--- config.mk ---
export PLATFORM = sky130hd
export DESIGN_NAME = prio_spr_unit
export DESIGN_NICKNAME = d
export VERILOG_FILES = /design/src/rtl/prio_spr_pkg.sv /design/src/rtl/prio_rst_sync.sv /design/src/rtl/prio_spr_decode.sv /design/src/rtl/prio_field_reg.sv /design/src/rtl/prio_boost_reg.sv /design/src/rtl/prio_spr_unit.sv
export SDC_FILE = /design/constraint.sdc
export NUM_CORES = 1
export LEC_CHECK = 0
export BUFFER_PORTS_ARGS = -buffer_cell sky130_fd_sc_hd__clkbuf_2
export CAP_MARGIN = 20
export CORE_MARGIN = 1
export CORE_UTILIZATION = 43
export DETAILED_ROUTE_END_ITERATION = 6
export PLACE_DENSITY = 0.86
export SYNTH_ARGS = -nofsm -noshare
export SYNTH_HDL_FRONTEND = slang
export SYNTH_HIERARCHICAL = 1
export SYNTH_SLANG_ARGS = --single-unit
--- constraint.sdc ---
create_clock -name clk -period 2.6 [get_ports clk]
set_input_delay 0.39 -clock clk [delete_from_list [all_inputs] [get_ports clk]]
set_output_delay 0.39 -clock clk [all_outputs]
set_load 0.05 [all_outputs]
--- src/rtl/prio_spr_pkg.sv ---
package prio_spr_pkg;

  // Which register an access selects
  typedef enum logic [1:0] {
    SEL_NONE  = 2'd0,
    SEL_FULL  = 2'd1,
    SEL_HALF  = 2'd2,
    SEL_BOOST = 2'd3
  } spr_sel_e;

endpackage

--- src/rtl/prio_rst_sync.sv ---
module prio_rst_sync #(
  parameter int STAGES = 2
) (
  input  logic clk,
  input  logic rst_n,
  output logic rst_sync_n
);

  logic [STAGES-1:0] chain_q;
  logic [STAGES-1:0] chain_d;

  always_comb begin
    chain_d = {chain_q[STAGES-2:0], 1'b1};
  end

  always_ff @(posedge clk or negedge rst_n) begin
    if (!rst_n) chain_q <= '0;
    else        chain_q <= chain_d;
  end

  assign rst_sync_n = chain_q[STAGES-1];

endmodule

--- src/rtl/prio_spr_decode.sv ---
module prio_spr_decode
  import prio_spr_pkg::*;
#(
  parameter int SPR_W     = 10,
  parameter int SPR_FULL  = 896,
  parameter int SPR_HALF  = 898,
  parameter int SPR_BOOST = 159
) (
  input  logic [SPR_W-1:0] spr_num,
  input  logic             wr_en,
  input  logic             rd_en,
  output spr_sel_e         sel,
  output logic             bad
);

  localparam logic [SPR_W-1:0] NUM_FULL  = SPR_W'(SPR_FULL);
  localparam logic [SPR_W-1:0] NUM_HALF  = SPR_W'(SPR_HALF);
  localparam logic [SPR_W-1:0] NUM_BOOST = SPR_W'(SPR_BOOST);

  always_comb begin
    if (spr_num == NUM_FULL)       sel = SEL_FULL;
    else if (spr_num == NUM_HALF)  sel = SEL_HALF;
    else if (spr_num == NUM_BOOST) sel = SEL_BOOST;
    else                           sel = SEL_NONE;
    bad = (wr_en | rd_en) & (sel == SEL_NONE);
  end

endmodule

--- src/rtl/prio_field_reg.sv ---
module prio_field_reg
  import prio_spr_pkg::*;
#(
  parameter int FIELD_W    = 3,
  parameter int RST_CODE   = 4,
  parameter int BASE_MAX   = 4,
  parameter int BOOST_CODE = 5
) (
  input  logic               clk,
  input  logic               rst_n,
  input  logic               wr_en,
  input  spr_sel_e           sel,
  input  logic [FIELD_W-1:0] cand_full,
  input  logic [FIELD_W-1:0] cand_half,
  input  logic               boost_nz,
  output logic [FIELD_W-1:0] prio_q
);

  localparam logic [FIELD_W-1:0] CODE_RST   = FIELD_W'(RST_CODE);
  localparam logic [FIELD_W-1:0] CODE_MAX   = FIELD_W'(BASE_MAX);
  localparam logic [FIELD_W-1:0] CODE_BOOST = FIELD_W'(BOOST_CODE);

  logic [FIELD_W-1:0] cand;
  logic               base_ok;
  logic               boost_ok;
  logic               load;
  logic [FIELD_W-1:0] prio_d;

  always_comb begin
    cand     = (sel == SEL_HALF) ? cand_half : cand_full;
    base_ok  = (cand != '0) && (cand <= CODE_MAX);
    boost_ok = (cand == CODE_BOOST) && boost_nz;
    load     = wr_en && ((sel == SEL_FULL) || (sel == SEL_HALF)) &&
               (base_ok || boost_ok);
    prio_d   = cand;
  end

  always_ff @(posedge clk or negedge rst_n) begin
    if (!rst_n)    prio_q <= CODE_RST;
    else if (load) prio_q <= prio_d;
  end

endmodule

--- src/rtl/prio_boost_reg.sv ---
module prio_boost_reg
  import prio_spr_pkg::*;
#(
  parameter int BOOST_W   = 32,
  parameter int RST_BOOST = 256
) (
  input  logic               clk,
  input  logic               rst_n,
  input  logic               wr_en,
  input  spr_sel_e           sel,
  input  logic [BOOST_W-1:0] wdata,
  output logic [BOOST_W-1:0] boost_q,
  output logic               boost_nz
);

  logic               load;
  logic [BOOST_W-1:0] boost_d;

  always_comb begin
    load    = wr_en && (sel == SEL_BOOST);
    boost_d = wdata;
  end

  always_ff @(posedge clk or negedge rst_n) begin
    if (!rst_n)    boost_q <= BOOST_W'(RST_BOOST);
    else if (load) boost_q <= boost_d;
  end

  assign boost_nz = |boost_q;

endmodule

--- src/rtl/prio_spr_unit.sv ---
module prio_spr_unit
  import prio_spr_pkg::*;
#(
  parameter int SPR_W       = 10,
  parameter int DATA_W      = 64,
  parameter int BOOST_W     = 32,
  parameter int FIELD_W     = 3,
  parameter int FIELD_LSB   = 50,
  parameter int ALIAS_SHIFT = 32,
  parameter int SPR_FULL    = 896,
  parameter int SPR_HALF    = 898,
  parameter int SPR_BOOST   = 159,
  parameter int RST_CODE    = 4,
  parameter int BASE_MAX    = 4,
  parameter int BOOST_CODE  = 5,
  parameter int RST_BOOST   = 256,
  parameter int SYNC_STAGES = 2
) (
  input  logic              clk,
  input  logic              rst_n,
  input  logic [SPR_W-1:0]  spr_num,
  input  logic              wr_en,
  input  logic [DATA_W-1:0] wr_data,
  input  logic              rd_en,
  output logic [DATA_W-1:0] rd_data,
  output logic              bad_spr
);

  localparam int HALF_W   = DATA_W - ALIAS_SHIFT;
  localparam int HALF_LSB = FIELD_LSB - ALIAS_SHIFT;

  logic               rst_sync_n;
  spr_sel_e           sel;
  logic [FIELD_W-1:0] prio_q;
  logic [BOOST_W-1:0] boost_q;
  logic               boost_nz;
  logic [DATA_W-1:0]  full_view;

  prio_rst_sync #(.STAGES(SYNC_STAGES)) u_rst (
    .clk        (clk),
    .rst_n      (rst_n),
    .rst_sync_n (rst_sync_n)
  );

  prio_spr_decode #(
    .SPR_W(SPR_W), .SPR_FULL(SPR_FULL), .SPR_HALF(SPR_HALF), .SPR_BOOST(SPR_BOOST)
  ) u_dec (
    .spr_num (spr_num),
    .wr_en   (wr_en),
    .rd_en   (rd_en),
    .sel     (sel),
    .bad     (bad_spr)
  );

  prio_field_reg #(
    .FIELD_W(FIELD_W), .RST_CODE(RST_CODE), .BASE_MAX(BASE_MAX), .BOOST_CODE(BOOST_CODE)
  ) u_field (
    .clk       (clk),
    .rst_n     (rst_sync_n),
    .wr_en     (wr_en),
    .sel       (sel),
    .cand_full (wr_data[FIELD_LSB +: FIELD_W]),
    .cand_half (wr_data[HALF_LSB +: FIELD_W]),
    .boost_nz  (boost_nz),
    .prio_q    (prio_q)
  );

  prio_boost_reg #(.BOOST_W(BOOST_W), .RST_BOOST(RST_BOOST)) u_boost (
    .clk      (clk),
    .rst_n    (rst_sync_n),
    .wr_en    (wr_en),
    .sel      (sel),
    .wdata    (wr_data[BOOST_W-1:0]),
    .boost_q  (boost_q),
    .boost_nz (boost_nz)
  );

  // Register image: only the code field is backed by storage
  always_comb begin
    full_view = '0;
    full_view[FIELD_LSB +: FIELD_W] = prio_q;
  end

  always_comb begin
    rd_data = '0;
    if (rd_en) begin
      case (sel)
        SEL_FULL:  rd_data = full_view;
        SEL_HALF:  rd_data = {{(DATA_W-HALF_W){1'b0}}, full_view[DATA_W-1 -: HALF_W]};
        SEL_BOOST: rd_data = {{(DATA_W-BOOST_W){1'b0}}, boost_q};
        default:   rd_data = '0;
      endcase
    end
  end

endmodule

After elaboration in Yosys (flattened, before gate mapping):

Cells that the tools add are included.

* $add $sub $neg: 0
* $mul: 0
* divide/modulo/power cells: 0
* order comparisons: 1
* equality and inequality tests: 7
* shifts and indexed selects: 0
* muxes and demuxes: 6
* bitwise logic cells: 2
* reductions and logical operators: 10

Operator list (number)
* case mux 53 bit (3 select lines): 1
* 2-to-1 mux 53 bit: 1
* OR reduction 32 bit: 1
* equality test 10 bit, second input constant: 2
* equality test 10 x 8 -> 1 bit, second input constant: 1
* 2-to-1 mux 2 bit: 3
* logical AND 1 bit: 5
* equality test 2 bit, second input constant: 2
* equality test 3 bit, second input constant: 1
* <= comparator 3 bit, second input constant: 1
* 2-to-1 mux 3 bit: 1
* nonzero test 3 bit: 1
* equality test 2 x 1 -> 1 bit, second input constant: 1
* zero test 2 bit: 1
* logical OR 1 bit: 2
* AND 1 bit: 1
* bitwise OR 1 bit: 1

* register bits after elaboration: 37
* latch bits: 0
* RAM bits: 0
* bits in read-only memories: 0
* input port bits: 78
* output and inout bits: 65
* memories kept: 0

Depth between registers and ports, before layout:

Gate-level depths: netlist of run 1.

* depth after elaboration: 10
* mapped depth: 10
* depth with buffers taken out: 10

Hierarchy:

Netlist of run 1, hierarchy kept.

Modules (own cells, without submodules)
* prio_boost_reg: instances 1, cells an instance 79, area an instance 1387.6 µm², sequential area each 802.0 µm²
* prio_spr_unit: instances 1, cells an instance 74, area an instance 535.5 µm², sequential area each 0.0 µm²
* prio_field_reg: instances 1, cells an instance 24, area an instance 236.5 µm², sequential area each 76.3 µm²
* prio_spr_decode: instances 1, cells an instance 13, area an instance 83.8 µm², sequential area each 0.0 µm²
* prio_rst_sync: instances 1, cells an instance 3, area an instance 53.8 µm², sequential area each 50.0 µm²

Least setup slack after synthesis of run 1:

OpenSTA, ideal clock, no wires.

* path kind: in2out
* from: in spr_num[1]
* to: out rd_data[30]
* data arrival time: 2.357 ns
* path slack: -0.147 ns
* stages: 7
* buffers on the path: 2
* path through: nand4_1 or4b_4 a21oi_1 and3_1 buf_6 buf_8 and2_1

* word-level cells in the longest chain between the ends: 7

Ends and longest elaborated chain
* from (decl): line prio_spr_unit.sv:21 `input logic [SPR_W-1:0] spr_num,`
* equality test 10 x 8 -> 1 bit: line prio_spr_decode.sv:23 `else if (spr_num == NUM_BOOST) sel = SEL_BOOST;`
* 2-to-1 mux 2 bit: line prio_spr_decode.sv:23
* 2-to-1 mux 2 bit: line prio_spr_decode.sv:22 `else if (spr_num == NUM_HALF) sel = SEL_HALF;`
* 2-to-1 mux 2 bit (*): line prio_spr_decode.sv:21 `if (spr_num == NUM_FULL) sel = SEL_FULL;`
* net sel[0]: line prio_spr_unit.sv:33 `spr_sel_e sel;`
* equality test 2 bit or equality test 2 x 1 -> 1 bit (tied branches): line prio_spr_unit.sv:87 `case (sel)`
* case mux 53 bit (3 select lines) (*): line prio_spr_unit.sv:87
* 2-to-1 mux 53 bit (*): line prio_spr_unit.sv:86 `if (rd_en) begin`
* to (decl): line prio_spr_unit.sv:25 `output logic [DATA_W-1:0] rd_data,`

Mark *: on every way through the listed nets, which the timed path passes. The rest lies on a longest branch.

Worst setup path in the final report of run 1:

* from: in spr_num[3]
* to: out rd_data[52]

Same word-level chain as after synthesis.

==> summary.txt, run 1 <==
Status
  • Status: finished clean

GRT
  • Largest net degree at the start of global routing: 33
  • First-pass GRT wire length: 7141 um
  • Gr usage total: 16.85%
  • Total gr overflow: 0
  • Vias in the first global route: 1,558
  • Initial antenna violation count: 0

CTS
  • Skew-Pair Late Insertion Delay: 280 ps
  • CTS tree: yes
  • TritonCTS Buffers: 5
  • Clk pin slew, worst setup/hold paths: 70 ps
  • Root Buffer: clkbuf_8
  • H-tree depth: 2
  • Clock Path Buffers: 2
  • Sink Count: 37
  • Setup Buffers After CTS: 0

Synthesis
  • Distinct cells, synth: 38
  • Async SR Flop Fraction: 100.0%
  • Ys flop type: dfrtp_1
  • Biggest area consumer among synthesized cells: dfrtp_1
  • Yosys reg bits: 37
  • Cells after Synth: 193
  • Seq/Total Area, Yosys: 40.41%
  • Share of the synthesized area in the top cell type: 38.13%
  • Synth warn: 6
  • Average cell area after synthesis: 11.90 um2
  • Post-Syn Area: 0.002297 mm2
  • Area contributors post-synth: dfrtp_1 38%, mux2_4 20%, buf_4 9.5%, and2_2 5.6%, and2_1 4.1%
  • Post-synth EDFFs: 0

Floorplan
  • Die height: 75.09 um
  • Number of I/O pins: 143
  • Core Box Area: 0.005140 mm2
  • Die Span X: 75.09 um
  • Row count: 26
  • DIE AREA: 0.005639 mm2
  • Starting Density: 44.69%

Pwr
  • Logic gate share of total power: 13.2%
  • Net switching power: 327.3 uW
  • Sequential share of power: 46.4%
  • Net Sw Frac: 26.06%
  • Pwr dens: 419.2 mW/mm2
  • Total chip power: 1.256 mW
  • LEAKAGE: 1.628 nW
  • Maximum VDD drop: 383.6 uV
  • Clock share of power: 40.4%
  • Cell Int Power: 928.4 uW

Finish
  • Finished Layout Cells: 357
  • Most frequent cells in the layout: 52 x clkbuf_2, 35 x dfrtp_1, 30 x conb_1, 30 x mux2_4, 24 x clkbuf_4
  • Synthesis-to-finish area growth: 30.39%
  • Most common cell after layout, fill and taps aside: clkbuf_2
  • Register area: 928.4 um2
  • Multi-input gate area: 0.001214 mm2
  • ANT cells: 0
  • Nets: 365
  • Share of cells above drive strength 1: 56.45%
  • Fillers: 443
  • Post-route design area: 0.002995 mm2

Worst setup path
  • CP Data Required Time: 2210 ps
  • Setup crit start kind: input pin
  • Launch point of the worst reg-to-reg path: u_boost/boost_q[0]
  • Crit-path max FO: 3
  • R2R depth: 5
  • Critical Setup Path Class: in2out
  • Arr. time, crit path: 2130 ps
  • R2r endpoint: u_field/prio_q[1]
  • Crit. End Element: output port
  • R2r setup slk: 860 ps

Timing
  • Tmin final: 2517 ps
  • Worst rel slew slack: 55.75%
  • Fin. max-slew vios: 0
  • TNS Setup: 0 ps
  • Final worst path period share: 96.81%
  • Final Hold Vio Count: 0
  • # setup viols final: 0
  • RSZ-0062 raised after global routing: no
  • Clock Skew: 2.914 ps
  • Worst slew pin tran: 663.7 ps
  • Fmax: 397.3 MHz

Placement
  • I/O Buffers: 84
  • Placed cell areas: 0.002776 mm2
  • GP Congestion: 0.8406
  • Hpwl dp: 3563 um
  • Dpl cells: 348

Drt
  • Drt first pass iters: 4
  • Routed Antenna Nets: 0
  • WL final: 4722 um
  • Vias per inst: 4.714
  • Drt first-iter violations: 30
  • Via count: 1,683
  • DR WL/cell: 13.23 um
  • Post-route DRC: 0

Run
  • Maxcap violations: 0

Hold path
  • Worst min path class: reg2async
[final cells by class]
cell class / instances / area share [%]
Inverter: 1 / 0.1253
Clock inverter: 1 / 1.003
Tap cell: 70 / 2.924
Multi-Input combinational cell: 148 / 40.52
Timing Repair Buffer: 93 / 21.55
Clock buffer: 7 / 2.882
Sequential cell: 37 / 30.99
[flip-flops by register name (all words and copies together), names as in the netlist]
register	flops
u_rst/chain_q	2
u_boost/boost_q	32
u_field/prio_q	3
[worst max path at each step]
stage,startpoint,to,slack (ps),cells after the start
2_1_floorplan,spr_num[1],rd_data[30],8,7
3_3_place_gp,spr_num[1],u_field/prio_q[2],40,10
3_5_place_dp,spr_num[1],u_field/prio_q[2],-90,10
4_1_cts,spr_num[1],rd_data[52],40,9
5_1_grt,spr_num[1],rd_data[50],10,9
6_report,spr_num[3],rd_data[52],80,9
[critical path, cell delays in order]
cell and delay [ps]:
clkbuf_2 110, nand4_1 120, or4b_4 570, a21oi_2 160, buf_4 130, buf_4 110
and3b_2 210, and2_1 150, buf_4 180
[power groups by stage]
stage / combinational, mW / sequential (mW) / clock [mW]
floorplan: 0.142 / 0.597 / 0
global placement: 0.159 / 0.594 / 0
detailed placement: 0.162 / 0.594 / 0
CTS: 0.164 / 0.583 / 0.521
global route: 0.178 / 0.584 / 0.550
finish: 0.165 / 0.583 / 0.507
[stage by stage]
step | utilization [%] | hold WS (ps) | worst slack, ps
after global routing | 58.28 | 319.9 | 12.94
after CTS | 56.48 | 304.6 | 36.01
after floorplan | - | 94.41 | 7.615
final | 58.28 | 275.5 | 83.03
after detailed placement | 54.02 | 178.8 | -88.69
after global placement | 54.02 | 177.5 | 38.96
[per-layer routing]
metal | global-route usage [%] | up-vias | share of wire, % | wire [um]
li1 | - | 802 | - | -
met1 | 21.15 | 805 | 44 | 2072
met4 | 5.870 | 0 | 1.1 | 50
met3 | 4.284 | 7 | 5.0 | 237
met5 | 0 | - | 0 | 0
met2 | 28.23 | 69 | 50 | 2362
[cells in the mapped netlist (2+ instances only)]
cell type,number
and2_1,15
and2_2,17
buf_6,4
conb_1,2
nand2_1,5
nand4_1,3
mux2i_1,4
mux2_4,30
a21oi_1,4
nor4_1,9
mux2_2,2
and3_1,2
o21ai_1,2
mux2i_2,2
nor2_1,5
buf_4,29
o2bb2ai_1,2
dfrtp_1,35
dfstp_2,2
[logic make-up after synthesis]
kind of cell | synth area share, %
simple gates | 18.41
mux | 23.53
flops | 40.41
buf+inv | 12.47
compound gates | 4.303
other cells | 0.3269
fa+ha+maj | 0.5446
[repair_timing]
action	4_1_cts	5_1_grt
setup endpoints to repair	0	30
resized for setup	0	64
hold endpoints to repair	2	0
hold buffers	1	0
No activity file was read; power rests on OpenSTA's default activity.
==> run 2: changes to the inputs <==
Settings changed: CAP_MARGIN 20 to default, CORE_UTILIZATION 43 to 45, PLACE_DENSITY 0.86 to 0.9.
Clock period 2.6 ns to 2.9 ns, I/O delays scaled along.
==> summary.txt, run 2 (synthesis gave the netlist of run 1 again) <==
Status
  • Status: finished clean

Drt
  • Post-route DRC: 0
  • DR WL/cell: 13.34 um
  • Via count: 1,678
  • Drt first-iter violations: 43
  • WL final: 4681 um
  • Drt first pass iters: 4
  • Vias per inst: 4.781
  • Routed Antenna Nets: 0

Floorplan
  • Starting Density: 47.69%
  • Core Box Area: 0.004817 mm2
  • Die height: 73.45 um
  • DIE AREA: 0.005395 mm2
  • Row count: 25
  • Die Span X: 73.45 um
  • Number of I/O pins: 143

Worst setup path
  • Critical Setup Path Class: in2out
  • Arr. time, crit path: 2270 ps
  • Crit-path max FO: 29
  • Setup crit start kind: input pin
  • CP Data Required Time: 2470 ps
  • Crit. End Element: output port

Placement
  • Dpl cells: 342
  • GP Congestion: 0.8700
  • Hpwl dp: 3628 um
  • I/O Buffers: 84
  • Placed cell areas: 0.002749 mm2
  • Place WS: 151.0 ps

Finish
  • Synthesis-to-finish area growth: 25.33%
  • Final core utilization: 59.77%
  • Max reg flops: 32
  • Largest Register: u_boost/boost_q
  • ANT cells: 0
  • Largest regs: u_boost/boost_q x32, u_field/prio_q x3, u_rst/chain_q x2
  • Finished Layout Cells: 351
  • Most frequent cells in the layout: 79 x clkbuf_2, 35 x dfrtp_1, 30 x conb_1, 30 x mux2_4, 17 x and2_2
  • Nets: 362
  • Post-route design area: 0.002879 mm2
  • Most common cell after layout, fill and taps aside: clkbuf_2
  • Share of cells above drive strength 1: 54.93%

Timing
  • Tmin final: 2709 ps
  • Fmax: 369.1 MHz
  • # setup viols final: 0
  • Final worst path period share: 93.43%
  • Hold slack: 275.0 ps
  • RSZ-0062 raised after global routing: no
  • Clock Skew: 5.120 ps
  • Final Hold Vio Count: 0
  • Worst slew pin tran: 587.3 ps
  • Worst rel slew slack: 60.85%
  • Worst Setup Slack, final: 190.5 ps
  • Fin. max-slew vios: 0
  • TNS Setup: 0 ps

Run
  • Maxcap violations: 0

GRT
  • Vias in the first global route: 1,584
  • Largest net degree at the start of global routing: 36
  • First-pass GRT wire length: 7258 um
  • Gr usage total: 18.07%
  • Initial antenna violation count: 0
  • Total gr overflow: 0

CTS
  • Clk pin slew, worst setup/hold paths: 80 ps
  • Sink Count: 37
  • Skew-Pair Late Insertion Delay: 290 ps
  • Setup Buffers After CTS: 0
  • CTS tree: yes
  • Post-CTS resize count: 0
  • Root Buffer: clkbuf_8
  • Clock Path Buffers: 2
  • H-tree depth: 2
  • TritonCTS Buffers: 5

Pwr
  • Pwr dens: 394.3 mW/mm2
  • LEAKAGE: 1.601 nW
  • Total chip power: 1.135 mW
  • Maximum VDD drop: 248.3 uV

Hold path
  • Worst min path class: reg2async
[run 2: changes by cell type in the layout (fill, tap and decap cells not counted), sizes merged]
cell | previous run | this run
buf | 16 | 10
clkbuf | 83 | 85
clkinvlp | 0 | 1
[run 2: critical path, cell delays in order]
cell and delay [ps]:
clkbuf_2 100, nand4_1 130, or4b_4 540, a21oi_1 220, and3_1 240, buf_12 170, and2_1 150, clkbuf_2 270
[run 2: metal layers]
layer	track usage, %	vias to the layer above	part of all wire, %
met5	0	-	0
met3	4.527	7	4.7
met2	30.68	66	51
met1	21.90	811	43
met4	7.265	0	1.5
li1	-	794	-
[run 2: worst paths after layout]
kind / startpoint / end / slack, ps / cells past startpoint
setup / recovery: spr_num[1] / rd_data[12] / 190 / 8
hold / removal: u_rst/chain_q[1] / u_boost/boost_q[15] / 280 / 1
setup reg to reg: u_boost/boost_q[1] / u_field/prio_q[1] / 1090 / 5
hold reg to reg: u_rst/chain_q[1] / u_boost/boost_q[15] / 280 / 1
max in group asynchronous: u_rst/chain_q[1] / u_field/prio_q[2] / 2280 / 1
min in group clk: u_rst/chain_q[0] / u_rst/chain_q[1] / 360 / 0
[run 2: what timing repair did]
| action | 4_1_cts | 5_1_grt |
|---|---|---|
| endpoints found under the setup margin | 0 | 0 |
| endpoints found under the hold margin | 2 | 0 |
| hold buffers | 1 | 0 |
[run 2: layout make-up]
class / count / area (um2)
clock buffer: 6 / 82.58
clock inverter: 2 / 37.54
fill: 407 / 1938
inverter: 1 / 3.754
multi-input combinational: 148 / 1187
sequential: 37 / 928.4
tap: 67 / 83.83
timing repair buffer: 90 / 555.5
[run 2: report_power, final]
part	switching, mW	total [mW]	internal (mW)
clock	0.190	0.469	0.280
sequential	0.000731	0.518	0.518
combinational	0.115	0.147	0.0321
==> run 3: changes to the inputs <==
Settings changed: CORE_UTILIZATION 45 to 39, PLACE_DENSITY 0.9 to 0.83.
Clock period 2.9 ns to 2.48 ns, I/O delays scaled along.
==> summary.txt, run 3 (synthesis gave the netlist of run 1 again) <==
Status
  • Status: finished clean

Worst setup path
  • Setup crit start kind: input pin
  • Crit. End Element: output port
  • CP delay by family, top: simple AND/OR/NAND/NOR gates
  • Critical Setup Path Class: in2out
  • Crit path cell chain: clkbuf_2 > nand4_1 > or4b_4 > a21oi_4 > and3_4 > buf_12 > and2_2 > clkbuf_8
  • CP Data Required Time: 2110 ps
  • Crit-path max FO: 29
  • Arr. time, crit path: 2050 ps
  • Buffers plus inverters on the worst setup path: 3
  • CP max-delay cell: or4b_4
  • Max incr delay on CP: 540 ps

Timing
  • Fmax: 412.7 MHz
  • Final worst path period share: 97.72%
  • Tmin final: 2423 ps
  • # setup viols final: 0
  • Fin. max-slew vios: 0
  • Worst Setup Slack, final: 56.64 ps
  • Clock Skew: 8.130 ps
  • Final Hold Vio Count: 0

Placement
  • Place WS: -108.8 ps
  • Hpwl dp: 3662 um
  • GP Congestion: 0.8250
  • Placed cell areas: 0.002839 mm2
  • Dpl cells: 354
  • I/O Buffers: 84

Drt
  • WL final: 4977 um
  • Via count: 1,711
  • Post-Route M1 WL: 2013 um
  • Max Used Layer: met4
  • Drt first pass iters: 4
  • Routed Antenna Nets: 0
  • Met2 wirelength from detailed routing: 2536 um
  • Drt first-iter violations: 46
  • Vias per inst: 4.701
  • Post-route DRC: 0
  • WL met3: 298 um
  • DR WL/cell: 13.67 um

GRT
  • Initial antenna violation count: 0
  • Gr usage total: 17.54%
  • Vias in the first global route: 1,735
  • First-pass GRT wire length: 8280 um
  • Total gr overflow: 0
  • Largest net degree at the start of global routing: 36

Finish
  • Fillers: 496
  • Largest Register: u_boost/boost_q
  • Most frequent cells in the layout: 52 x clkbuf_2, 35 x dfrtp_1, 30 x conb_1, 30 x mux2_4, 29 x and2_2
  • Largest regs: u_boost/boost_q x32, u_field/prio_q x3, u_rst/chain_q x2
  • Post-route design area: 0.003118 mm2
  • ANT cells: 0
  • Most common cell after layout, fill and taps aside: clkbuf_2
  • Finished Layout Cells: 364
  • Final core utilization: 55.60%
  • Synthesis-to-finish area growth: 35.73%
  • Max reg flops: 32
  • Nets: 370
  • Share of cells above drive strength 1: 60.62%

Run
  • Maxcap violations: 0

CTS
  • Clock Path Buffers: 2
  • Sink Count: 37
  • Skew-Pair Late Insertion Delay: 280 ps
  • CTS tree: yes
  • H-tree depth: 2
  • Clk pin slew, worst setup/hold paths: 70 ps
  • Root Buffer: clkbuf_8
  • TritonCTS Buffers: 5

Floorplan
  • Core Box Area: 0.005608 mm2
  • Number of I/O pins: 143
  • Row count: 27
  • DIE AREA: 0.006202 mm2
  • Die Span X: 78.75 um
  • Die height: 78.75 um
  • Starting Density: 40.96%

Pwr
  • Pwr dens: 379.8 mW/mm2
  • Maximum VDD drop: 270.6 uV
  • LEAKAGE: 1.681 nW

Hold path
  • Worst min path class: reg2async
## run 3: cell count changes in the layout (fill, tap and decap cells not counted), sizes merged
cell | previous run | this run
buf | 10 | 33
clkinvlp | 1 | 0
bufinv | 1 | 0
clkinv | 0 | 1
clkbuf | 85 | 71
## run 3: timing repair
| item | in CTS | in global routing |
|---|---|---|
| setup endpoints to repair | 30 | 34 |
| hold buffers | 1 | 0 |
| resized for setup | 37 | 28 |
| pin swaps | 0 | 2 |
| hold endpoints to repair | 2 | 0 |
| setup buffers | 0 | 1 |
## run 3: through the flow
step	power, mW	hold slack, ps	setup TNS [ps]
final	1.184	276.5	0
after global routing	1.235	296.3	-50.03
after detailed placement	0.7959	160.2	-2629
after global placement	0.7932	158.4	-1442
after CTS	1.201	292.7	0
after floorplan	0.7749	76.41	0
## run 3: routing by layer
| metal | vias up | global-route usage, % |
|---|---|---|
| met3 | 11 | 4.023 |
| met5 | - | 0 |
| met2 | 75 | 29.39 |
| met1 | 808 | 21.10 |
| met4 | 0 | 8.704 |
| li1 | 817 | - |
## run 3: layout make-up
type                            count  area [um2]  area share, %
Clock inverter                      1       5.005         0.1605
Inverter                            1       3.754         0.1204
Tap cell                           72       90.09          2.889
Timing Repair Buffer               98       784.5          25.16
Multi-Input combinational cell    148        1230          39.45
Sequential cell                    37       928.4          29.78
Clock buffer                        7       76.32          2.448
## run 3: path summary, 6_finish.rpt
check                                   startpoint                  end  slack, ps  cells after the start
worst max-delay path                    spr_num[1]          rd_data[14]         60                      8
worst min-delay path              u_rst/chain_q[1]  u_boost/boost_q[12]        280                      1
worst max register to register  u_boost/boost_q[1]    u_field/prio_q[1]        720                      5
worst min register to register    u_rst/chain_q[1]  u_boost/boost_q[12]        280                      1
max in group asynchronous         u_rst/chain_q[1]    u_field/prio_q[2]       1850                      1
min in group clk                        wr_data[4]   u_boost/boost_q[4]        310                      2
## run 3: report_power, final
part / leakage, nW / internal, mW / switching [mW]
combinational: 1.14 / 0.0427 / 0.137
sequential: 0.495 / 0.606 / 0.000871
clock: 0.0422 / 0.197 / 0.201
